[src/rtl/rate_gen_pkg.sv]
// Shared field layout and configuration type for the baud tick generator.
package rate_gen_pkg;
    localparam int REG_W     = 32;
    localparam int DIV_W     = 12;
    localparam int DIV_LSB   = 1;
    localparam int PRE_BIT   = 14;
    localparam int RUN_BIT   = 16;
    localparam int PRE_RATIO = 16;

    typedef struct packed {
        logic             run;
        logic             pre;
        logic [DIV_W-1:0] div;
    } rate_cfg_t;

    localparam logic [REG_W-1:0] FIELD_MASK =
        (REG_W'(1) << RUN_BIT) | (REG_W'(1) << PRE_BIT) |
        (((REG_W'(1) << DIV_W) - REG_W'(1)) << DIV_LSB);
endpackage

[src/rtl/rate_cfg_reg.sv]
// Control word register: decodes a write into fields and assembles readback.
// Assumes one write per strobe cycle; undefined bits are discarded.
module rate_cfg_reg
    import rate_gen_pkg::*;
(
    input  logic             clk,
    input  logic             rst_n,
    input  logic             wr_en,
    input  logic [REG_W-1:0] wr_data,
    output rate_cfg_t        cfg_q,
    output rate_cfg_t        cfg_d,
    output logic [REG_W-1:0] rd_data
);
    logic unused_bits;

    // Decode incoming write data into fields.
    always_comb begin
        cfg_d.run = wr_data[RUN_BIT];
        cfg_d.pre = wr_data[PRE_BIT];
        cfg_d.div = wr_data[DIV_LSB +: DIV_W];
    end

    assign unused_bits = ^(wr_data & ~FIELD_MASK);

    // Hold the configuration; cleared by reset.
    always_ff @(posedge clk) begin
        if (!rst_n)
            cfg_q <= '0;
        else if (wr_en)
            cfg_q <= cfg_d;
    end

    // Place fields back at their bit positions; all others zero.
    always_comb begin
        rd_data                    = '0;
        rd_data[RUN_BIT]           = cfg_q.run;
        rd_data[PRE_BIT]           = cfg_q.pre;
        rd_data[DIV_LSB +: DIV_W]  = cfg_q.div;
    end
endmodule

[src/rtl/rate_prescale.sv]
// Optional fixed prescaler: produces a step strobe every cycle when bypassed,
// or once per RATIO cycles when selected. Restart clears its phase.
module rate_prescale #(
    parameter int RATIO = 16
) (
    input  logic clk,
    input  logic rst_n,
    input  logic restart,
    input  logic run,
    input  logic pre_sel,
    output logic step
);
    localparam int PW = (RATIO > 1) ? $clog2(RATIO) : 1;
    localparam logic [PW-1:0] LAST = PW'(RATIO - 1);

    logic [PW-1:0] pc;

    // Phase counter, advancing only while prescale is in use.
    always_ff @(posedge clk) begin
        if (!rst_n || restart)
            pc <= '0;
        else if (run && pre_sel)
            pc <= (pc == LAST) ? '0 : pc + 1'b1;
    end

    // Step strobe: every cycle when bypassed, at the last phase otherwise.
    generate
        if (RATIO > 1) begin : g_pre
            assign step = run && (!pre_sel || (pc == LAST));
        end else begin : g_nopre
            assign step = run;
        end
    endgenerate

    AST_PRE_RESTART: assert property (@(posedge clk) disable iff (!rst_n)
        restart |=> (pc == '0));
    AST_PRE_WRAP: assert property (@(posedge clk) disable iff (!rst_n)
        (pc == LAST && run && pre_sel && !restart) |=> (pc == '0));
endmodule

[src/rtl/rate_down_counter.sv]
// Reloadable down-counter: loads on restart, decrements on each step,
// reloads and ticks on a step at zero. Also forms the divided clock.
module rate_down_counter #(
    parameter int CNT_W = 12
) (
    input  logic             clk,
    input  logic             rst_n,
    input  logic             restart,
    input  logic             run,
    input  logic             step,
    input  logic [CNT_W-1:0] start_val,
    input  logic [CNT_W-1:0] reload_val,
    output logic             tick,
    output logic             half_clk
);
    logic [CNT_W-1:0] cnt;

    // Counter: restart load, reload at zero, else decrement on step.
    always_ff @(posedge clk) begin
        if (!rst_n)
            cnt <= '0;
        else if (restart)
            cnt <= start_val;
        else if (step)
            cnt <= (cnt == '0) ? reload_val : cnt - 1'b1;
    end

    // Tick on the step that finds the counter at zero.
    assign tick = step && (cnt == '0);

    // Divided clock: high while the count is in the upper half.
    assign half_clk = run && (cnt > (reload_val >> 1));

    AST_LOAD_ON_RESTART: assert property (@(posedge clk) disable iff (!rst_n)
        restart |=> (cnt == $past(start_val)));
    AST_RELOAD_AT_ZERO: assert property (@(posedge clk) disable iff (!rst_n)
        (step && cnt == '0 && !restart) |=> (cnt == $past(reload_val)));
    AST_HOLD_NO_STEP: assert property (@(posedge clk) disable iff (!rst_n)
        (!step && !restart) |=> $stable(cnt));
endmodule

[src/rtl/rate_tick_gen.sv]
// Baud tick generator top: control word, optional prescaler and a
// reloadable down-counter. Any write restarts prescaler and counter.
// Assumes a synchronous active-low reset and a single clock domain.
module rate_tick_gen
    import rate_gen_pkg::*;
(
    input  logic             clk,
    input  logic             rst_n,
    input  logic             cfg_wr,
    input  logic [REG_W-1:0] cfg_wdata,
    output logic [REG_W-1:0] cfg_rdata,
    output logic             tick_o,
    output logic             div_clk_o
);
    rate_cfg_t cfg_q;
    rate_cfg_t cfg_d;
    logic      step;

    rate_cfg_reg u_cfg (
        .clk     (clk),
        .rst_n   (rst_n),
        .wr_en   (cfg_wr),
        .wr_data (cfg_wdata),
        .cfg_q   (cfg_q),
        .cfg_d   (cfg_d),
        .rd_data (cfg_rdata)
    );

    rate_prescale #(.RATIO(PRE_RATIO)) u_pre (
        .clk     (clk),
        .rst_n   (rst_n),
        .restart (cfg_wr),
        .run     (cfg_q.run),
        .pre_sel (cfg_q.pre),
        .step    (step)
    );

    rate_down_counter #(.CNT_W(DIV_W)) u_cnt (
        .clk        (clk),
        .rst_n      (rst_n),
        .restart    (cfg_wr),
        .run        (cfg_q.run),
        .step       (step),
        .start_val  (cfg_d.div),
        .reload_val (cfg_q.div),
        .tick       (tick_o),
        .half_clk   (div_clk_o)
    );

    AST_TICK_NEEDS_RUN: assert property (@(posedge clk) disable iff (!rst_n)
        tick_o |-> cfg_q.run);
    AST_DIVCLK_NEEDS_RUN: assert property (@(posedge clk) disable iff (!rst_n)
        div_clk_o |-> cfg_q.run);
endmodule

[config.mk]
export PLATFORM = sky130hd
export DESIGN_NAME = rate_tick_gen
export DESIGN_NICKNAME = d
export VERILOG_FILES = /design/src/rtl/rate_gen_pkg.sv /design/src/rtl/rate_cfg_reg.sv /design/src/rtl/rate_prescale.sv /design/src/rtl/rate_down_counter.sv /design/src/rtl/rate_tick_gen.sv
export SDC_FILE = /design/constraint.sdc
export NUM_CORES = 1
export LEC_CHECK = 0
export BUFFER_PORTS_ARGS = -buffer_cell sky130_fd_sc_hd__buf_2
export CELL_PAD_IN_SITES_DETAIL_PLACEMENT = 0
export CELL_PAD_IN_SITES_GLOBAL_PLACEMENT = 2
export CORE_ASPECT_RATIO = 1.4
export CORE_MARGIN = 3
export CORE_UTILIZATION = 32
export CTS_CLUSTER_SIZE = 8
export DETAILED_ROUTE_END_ITERATION = 7
export PLACE_DENSITY = 0.9
export SLEW_MARGIN = 20
export SYNTH_ARGS = -nofsm -noshare
export SYNTH_HDL_FRONTEND = slang
export SYNTH_HIERARCHICAL = 1
export SYNTH_SLANG_ARGS = --single-unit
[constraint.sdc]
create_clock -name clk -period 5.35 [get_ports clk]
set_input_delay 0 -clock clk [delete_from_list [all_inputs] [get_ports clk]]
set_output_delay 0 -clock clk [all_outputs]
set_load 0.005 [all_outputs]
### After elaboration in Yosys (flattened, before gate mapping)

Index checks and enable logic that the tools add are counted.

| word-level totals | value |
|---|---|
| register bits after elaboration | 30 |
| latch bits | 0 |
| memory bits (writable) | 0 |
| ROM bits | 0 |
| output and inout bits | 34 |
| logic and storage cells | 23 |
| memories kept | 0 |

| cells by class | value |
|---|---|
| $add $sub $neg | 2 |
| multiply operators | 0 |
| divide/modulo/power cells | 0 |
| magnitude comparators | 1 |
| eq/ne operators | 1 |
| shift-type cells | 0 |
| multiplexer cells | 4 |
| bitwise logic cells | 0 |
| reductions and logical operators | 10 |

Operators by type and width:

| cell | number |
|---|---|
| 12-bit two-way mux | 3 |
| 12-bit by 11-bit greater-than comparator with 1-bit output | 1 |
| 12-bit zero test | 1 |
| 12-bit by 1-bit subtractor with 12-bit output, second input constant | 1 |
| 4-bit by 1-bit adder with 4-bit output, second input constant | 1 |
| 4-bit equality test, second input constant | 1 |
| 1-bit logical AND | 4 |
| 4-bit two-way mux | 1 |
| 1-bit zero test | 2 |
| 1-bit logical OR | 2 |
| 2-bit nonzero test | 1 |

### Logic depth before layout (Yosys ltp)

Gate-level depths: netlist (run 1).

| depth | value |
|---|---|
| depth after elaboration | 5 |
| gate-level depth with buffers | 7 |
| gate-level depth less buffers | 7 |

### Modules after synthesis

Netlist (run 1), hierarchy kept.

Modules (own cells, without submodules):

| module | times used | cells an instance | area an instance (um2) | sequential area each (um2) |
|---|---|---|---|---|
| rate_down_counter | 1 | 152 | 1,163.6 | 240.2 |
| rate_cfg_reg | 1 | 92 | 892.1 | 280.3 |
| rate_prescale | 1 | 24 | 193.9 | 80.1 |

### Worst setup path before layout (run 1)

Ideal clock, no wire load.

| timing | value |
|---|---|
| path type | register to register |
| start point | register u_pre.pc[0] |
| end point | register u_cnt.cnt[10] |
| setup time | 0.092 ns |
| arrival time | 1.826 ns |
| setup slack | 3.432 ns |
| cell stages (with the launch flop) | 8 |
| path buffers | 0 |
| period minus slack after synthesis | 1.918 ns |
| cells stage by stage | dfxtp_1 > ha_1 > nand3_1 > a21boi_0 > inv_1 > nor2_1 > nand2_1 > o32ai_1 |

| between the ends | value |
|---|---|
| word-level cells in the longest chain between the ends | 4 |

Ends and longest elaborated chain:

| item | RTL line | text |
|---|---|---|
| start, declared | rate_prescale.sv:16 | `logic [PW-1:0] pc;` |
| start signal, assigned | rate_prescale.sv:23 | `pc <= (pc == LAST) ? '0 : pc + 1'b1;` |
| 4-bit equality test | rate_prescale.sv:29 | `assign step = run && (!pre_sel \|\| (pc == LAST));` |
| 1-bit logical OR | rate_prescale.sv:29 |  |
| 1-bit logical AND | rate_prescale.sv:29 |  |
| via step | rate_tick_gen.sv:17 | `logic step;` |
| 2-bit nonzero test (no line) | - |  |
| end signal, assigned | rate_down_counter.sv:23 | `cnt <= start_val;` |
| end signal, assigned | rate_down_counter.sv:25 | `cnt <= (cnt == '0) ? reload_val : cnt - 1'b1;` |
| end, declared | rate_down_counter.sv:16 | `logic [CNT_W-1:0] cnt;` |

The timed path passes the listed nets, and every way through them passes these cells.
A chain may end at the register's enable or synchronous reset.

### Final worst setup path (run 1)

| timing | value |
|---|---|
| start point | register u_pre.pc[0] |
| end point | register u_cnt.cnt[9] |

The elaborated chain is that of the path after synthesis.

==> results of run 1 <==
==> per-layer routing <==
layer	share of wire	GRT usage	vias to the layer above
li1	-	-	919
met3	0.039	0.0224	7
met5	0	0	-
met4	0.015	0.0544	0
met1	0.41	0.153	877
met2	0.53	0.258	55
==> power by group <==
part           leakage, µW  internal (µW)  switching [µW]  total (µW)
Combinational     0.000763           66.4            79.1         146
Sequential        0.000247            236            18.2         255
Clock            0.0000714            199            92.6         291
==> critical path, stage by stage, from the launching register on <==
cell	delay [ps]
dfxtp_1	390
ha_1	210
nand3_1	100
a21boi_0	560
inv_1	360
nor2_1	290
nand2_1	320
o32ai_1	360
==> per-stage QoR <==
step | hold WS, ps | instance area [µm²] | std cells | util
2_1_floorplan | 128 | 2300 | 283 | -
3_3_place_gp | 262 | 2190 | 356 | 0.327
5_1_grt | 21.6 | 2420 | 373 | 0.362
4_1_cts | 0.336 | 2420 | 373 | 0.362
3_5_place_dp | 273 | 2190 | 356 | 0.327
6_report | 4.06 | 2420 | 373 | 0.362
==> flip-flops by register name, summed over array words and instances (netlist names) <==
register	flops
u_pre/pc	4
u_cnt/cnt	12
u_cfg/cfg_q	14
==> cell usage in the layout (no fill, tap or decap), drive strengths merged, types with 2 or more instances in the layout <==
cell type and count:
o31ai 2, dfxtp 30, nand3 6, o32ai 5
mux2i 18, buf 32, nand2 6, nor2b 16
xor2 3, o21ai 9, inv 15, o211ai 2
a31oi 3, o22ai 4, nand2b 2, clkbuf 6
a32oi 2, bufinv 2, nor2 11, a211oi 3
nor3 7, and3 8, or4 2, conb 18
ha 14, nor4 2, or3 6, dlygate4sd3 9
nand4 4, a21oi 19
==> worst paths after layout <==
check	from	endpoint	slack, ps	cells after the start
max	u_pre/pc[0]$_SDFFE_PP0P_	u_cnt/cnt[9]$_SDFFE_PN0P_	2670	7
min	cfg_wdata[1]	u_cfg/cfg_q[0]$_SDFFE_PN0P_	4	3
max reg2reg	u_pre/pc[0]$_SDFFE_PP0P_	u_cnt/cnt[9]$_SDFFE_PN0P_	2670	7
min reg2reg	u_pre/pc[1]$_SDFFE_PP0P_	u_pre/pc[1]$_SDFFE_PP0P_	490	2
==> area by class of cell <==
type / count / share of cell area
clock buffers: 6 / 0.0341
inverters: 16 / 0.0248
well taps: 92 / 0.0475
repair buffers: 41 / 0.103
multi-input cells: 186 / 0.518
flip-flops and latches: 30 / 0.248
clock inverters: 2 / 0.0248
==> results.yml, run 1 <==
critical_path:
  critPathRequiredTime_ps: 5540
  crit_fanout: 10
  critPathKind: "flop to flop"
  worstSetupEndpointType: "flop"
  cp.arrival_ps: 2870
  worstSetupStartpointType: "flop"
sta:
  max_freq_ghz: 0.373
  rsz0062_at_grt: "false"
  worst_slack_ps: 2670
  slew_headroom: 0.502
  finalMaxSlewViolations: 0
  period_share: 0.501
  finalCriticalPeriod_ps: 2680
  tightest_slew_ps: 747
  finalClockSkew_ps: 7.56
  setup_viol: 0
  fin_tns_setup_ps: 0
  hold_violations: 0
global_routing:
  grt_pass1_vias: 1850
  track_usage: 0.138
  overflow: 0
  antenna_found_initial: 0
  grt_pass1_wl_um: 8850
  grt_max_degree: 32
min_path:
  hold_class: "primary input to flop"
finish:
  multiInputGateArea_um2: 1260
  seqCellArea_um2: 601
  antenna_cells: 0
  area_growth_syn_to_layout_pct: 8.51
  final_nets: 329
  nFillCells: 757
  drive_above_1_share: 0.157
outcome:
  outcome: "completed"
cts:
  cts_sinks: 30
  clk_latency_ps: 290
  cts-htree-levels: 2
  clockBufferDepth: 2
  postCtsHoldBufs: 9
  postCtsSetupBuffers: 0
  tritoncts.num_buffers: 5
  cts.clk_slew.worst_paths_ps: 70
  cts_tree: "built"
  cts_resized: 0
  cts_root_buf: "clkbuf_8"
synth:
  yosysWarnings: 6
  syn_inst: 266
  synth.avg_cell_area_um2: 8.40
  synth_area_um2: 2230
floorplan:
  coreArea_um2: 6700
  rows: 35
  die_h_um: 105
  start_util: 0.334
  die_area_um2: 8040
  pin_count: 69
  dieWidth_um: 76.6
detailed_routing:
  drc_errors: 0
  drtIter0Drc: 130
  via_count: 1858
  drt_pass1_iterations: 4
  detail-route-antenna-nets: 0
  drt-total-wl_um: 5260
  wl_per_cell_um: 14.1
  drt-vias-per-instance: 4.98
job:
  max_cap_viol_count: 0
placement:
  dp_hpwl_um: 3770
  portBuffers: 32
  pre_cts_slack_ps: 2690
  place_congestion: 0.813
pwr:
  p_leak_uw: 0.00108
  powerDensity_nw_per_um2: 285
  vdd_drop_max_v: 0.0000896
  total_power_uw: 691
(Power assumes the default switching activity.)
==> run 2: changes to the inputs <==
--- a/config.mk
+++ b/config.mk
@@ -10,10 +10,10 @@
 export CELL_PAD_IN_SITES_GLOBAL_PLACEMENT = 2
 export CORE_ASPECT_RATIO = 1.4
 export CORE_MARGIN = 3
-export CORE_UTILIZATION = 32
+export CORE_UTILIZATION = 29
 export CTS_CLUSTER_SIZE = 8
 export DETAILED_ROUTE_END_ITERATION = 7
-export PLACE_DENSITY = 0.9
+export PLACE_DENSITY = 0.83
 export SLEW_MARGIN = 20
 export SYNTH_ARGS = -nofsm -noshare
 export SYNTH_HDL_FRONTEND = slang
==> constraint.sdc (replaced) <==
create_clock -name clk -period 2.61 [get_ports clk]
set_input_delay 0 -clock clk [delete_from_list [all_inputs] [get_ports clk]]
set_output_delay 0 -clock clk [all_outputs]
set_load 0.005 [all_outputs]
==> run 2 against run 1 <==
Compared with the run above: sequential power up 110%; global-route usage down 1.1 points; count of clock-buffer cells in the layout unchanged; core utilization down 3.9 points; critical path type unchanged; total power up 77%; critical path depth down 2; worst setup slack worse by 2100 ps; first-iteration DRC count up 35%; final cell count up 1.9%.
==> results.yml, run 2 (synthesis results as in run 1) <==
sta:
  finalClockSkew_ps: 8.42
  slew_headroom: 0.497
  period_share: 0.796
  finalCriticalPeriod_ps: 2080
  max_freq_ghz: 0.481
  hold_violations: 0
  worst_slack_ps: 531
  tightest_slew_ps: 755
  finalMaxSlewViolations: 0
  setup_viol: 0
  rsz0062_at_grt: "false"
  fin_tns_setup_ps: 0
detailed_routing:
  via_count: 1878
  detail-route-antenna-nets: 0
  drtIter0Drc: 176
  drt_pass1_iterations: 4
  wl_per_cell_um: 14.2
  drt-total-wl_um: 5410
  drc_errors: 0
  drt-vias-per-instance: 4.94
finish:
  largest_reg_flops: 14
  layout_common_cells: "32 x buf_2, 30 x dfxtp_1, 19 x a21oi_1"
  largest-register: "u_cfg/cfg_q"
  top_regs: "u_cfg/cfg_q (14), u_cnt/cnt (12), u_pre/pc (4)"
  nFillCells: 822
  antenna_cells: 0
  seqCellArea_um2: 601
  multiInputGateArea_um2: 1260
  final_common_cell: "buf_2"
  final_nets: 331
  drive_above_1_share: 0.170
  layout.cells.non_filler: 380
  area_growth_syn_to_layout_pct: 7.11
  utilization: 0.323
cts:
  clk_latency_ps: 280
  tritoncts.num_buffers: 5
  cts-htree-levels: 2
  cts.clk_slew.worst_paths_ps: 70
  cts_sinks: 30
  cts_root_buf: "clkbuf_8"
  clockBufferDepth: 2
  cts_tree: "built"
floorplan:
  pin_count: 69
  start_util: 0.302
  die_h_um: 110
  coreArea_um2: 7410
  rows: 37
  die_area_um2: 8810
  dieWidth_um: 80.2
outcome:
  outcome: "completed"
global_routing:
  gr-usage-met2: 0.222
  antenna_found_initial: 0
  overflow: 0
  met1_usage: 0.149
  grt_max_degree: 32
  met3_usage: 0.0189
  grt_pass1_wl_um: 8600
  grt-busiest-layer: "met2"
  track_usage: 0.127
  grt_pass1_vias: 1752
critical_path:
  crit_buf_inv: 1
  critPathTopFamily: "simple AND/OR/NAND/NOR gates"
  crit_chain: "nor4_1, nand4_1, buf_4, mux2i_1, o22ai_1"
  worstSetupEndpointType: "flop"
  worstSetupStartpointType: "flop"
  cp.arrival_ps: 2230
  critPathRequiredTime_ps: 2760
  crit_fanout: 8
  critPathMaxStageDelay_ps: 520
  critPathKind: "flop to flop"
  r2r-start: "u_cnt/cnt[3]$_SDFFE_PN0P_"
  reg2regPathDepth: 5
  reg2reg_to: "u_cnt/cnt[0]$_SDFFE_PN0P_"
  reg2reg_slack_ps: 530
  slowest_stage: "nor4_1"
placement:
  dp_cells: 365
  pre_cts_slack_ps: 577
  place_congestion: 0.790
  portBuffers: 32
  dp_hpwl_um: 3900
pwr:
  internal_power_uw: 837
  switching_power_uw: 384
  clockPowerShare: 0.322
  pwr-share-comb: 0.250
  p_seq_frac: 0.428
  p_leak_uw: 0.00107
  powerDensity_nw_per_um2: 510
  vdd_drop_max_v: 0.000219
  sw_frac_of_total: 0.315
job:
  max_cap_viol_count: 0
min_path:
  min_to: "u_cfg/cfg_q[10]$_SDFFE_PN0P_"
  hold_class: "primary input to flop"
  hold_path.startpoint: "cfg_wdata[11]"
  min_path_cells: 3
-- run 2: what timing repair did --
action,4_1_cts,5_1_grt
setup buffers,0,0
endpoints found under the hold margin,7,0
hold buffers,7,0
gates resized for setup,0,0
-- run 2: layout make-up --
type	count	area share
Multi-Input combinational cell	186	0.525
Clock buffer	6	0.0345
Sequential cell	30	0.251
Tap cell	97	0.0507
Timing Repair Buffer	43	0.109
Clock inverter	2	0.00523
Inverter	16	0.0251
-- run 2: power groups by stage --
stage	registers (µW)	logic [µW]	clock network [µW]
global route	528	341	434
global placement	532	292	0
finish	523	305	394
floorplan	519	265	0
CTS	523	304	411
detailed placement	533	295	0
-- run 2: layer usage --
metal / up-vias / share of wire
met1: 885 / 0.43
li1: 920 / -
met2: 65 / 0.49
met3: 8 / 0.050
met4: 0 / 0.024
met5: - / 0
-- run 2: how the worst max path moves through the flow --
stage,start,to,slack (ps),cells past startpoint
floorplan,u_pre/pc[0]$_SDFFE_PP0P_,u_cnt/cnt[10]$_SDFFE_PN0P_,690,7
global placement,u_pre/pc[0]$_SDFFE_PP0P_,u_cnt/cnt[1]$_SDFFE_PN0P_,540,7
detailed placement,u_cnt/cnt[3]$_SDFFE_PN0P_,u_cnt/cnt[2]$_SDFFE_PN0P_,580,5
CTS,u_pre/pc[0]$_SDFFE_PP0P_,u_cnt/cnt[9]$_SDFFE_PN0P_,540,7
global route,u_pre/pc[0]$_SDFFE_PP0P_,u_cnt/cnt[9]$_SDFFE_PN0P_,360,7
finish,u_cnt/cnt[3]$_SDFFE_PN0P_,u_cnt/cnt[0]$_SDFFE_PN0P_,530,5
-- run 2: through the flow --
step                hold WS [ps]  area, µm²  total power (µW)
floorplan                    128       2300               784
global placement             263       2230               825
detailed placement           272       2230               827
CTS                         1.02       2390              1240
global route                10.5       2390              1300
finish                      2.74       2390              1220
-- run 2: worst min-delay path, stage by stage --
cell and delay, ps:
buf_2 90, mux2i_1 60, nor2b_1 90
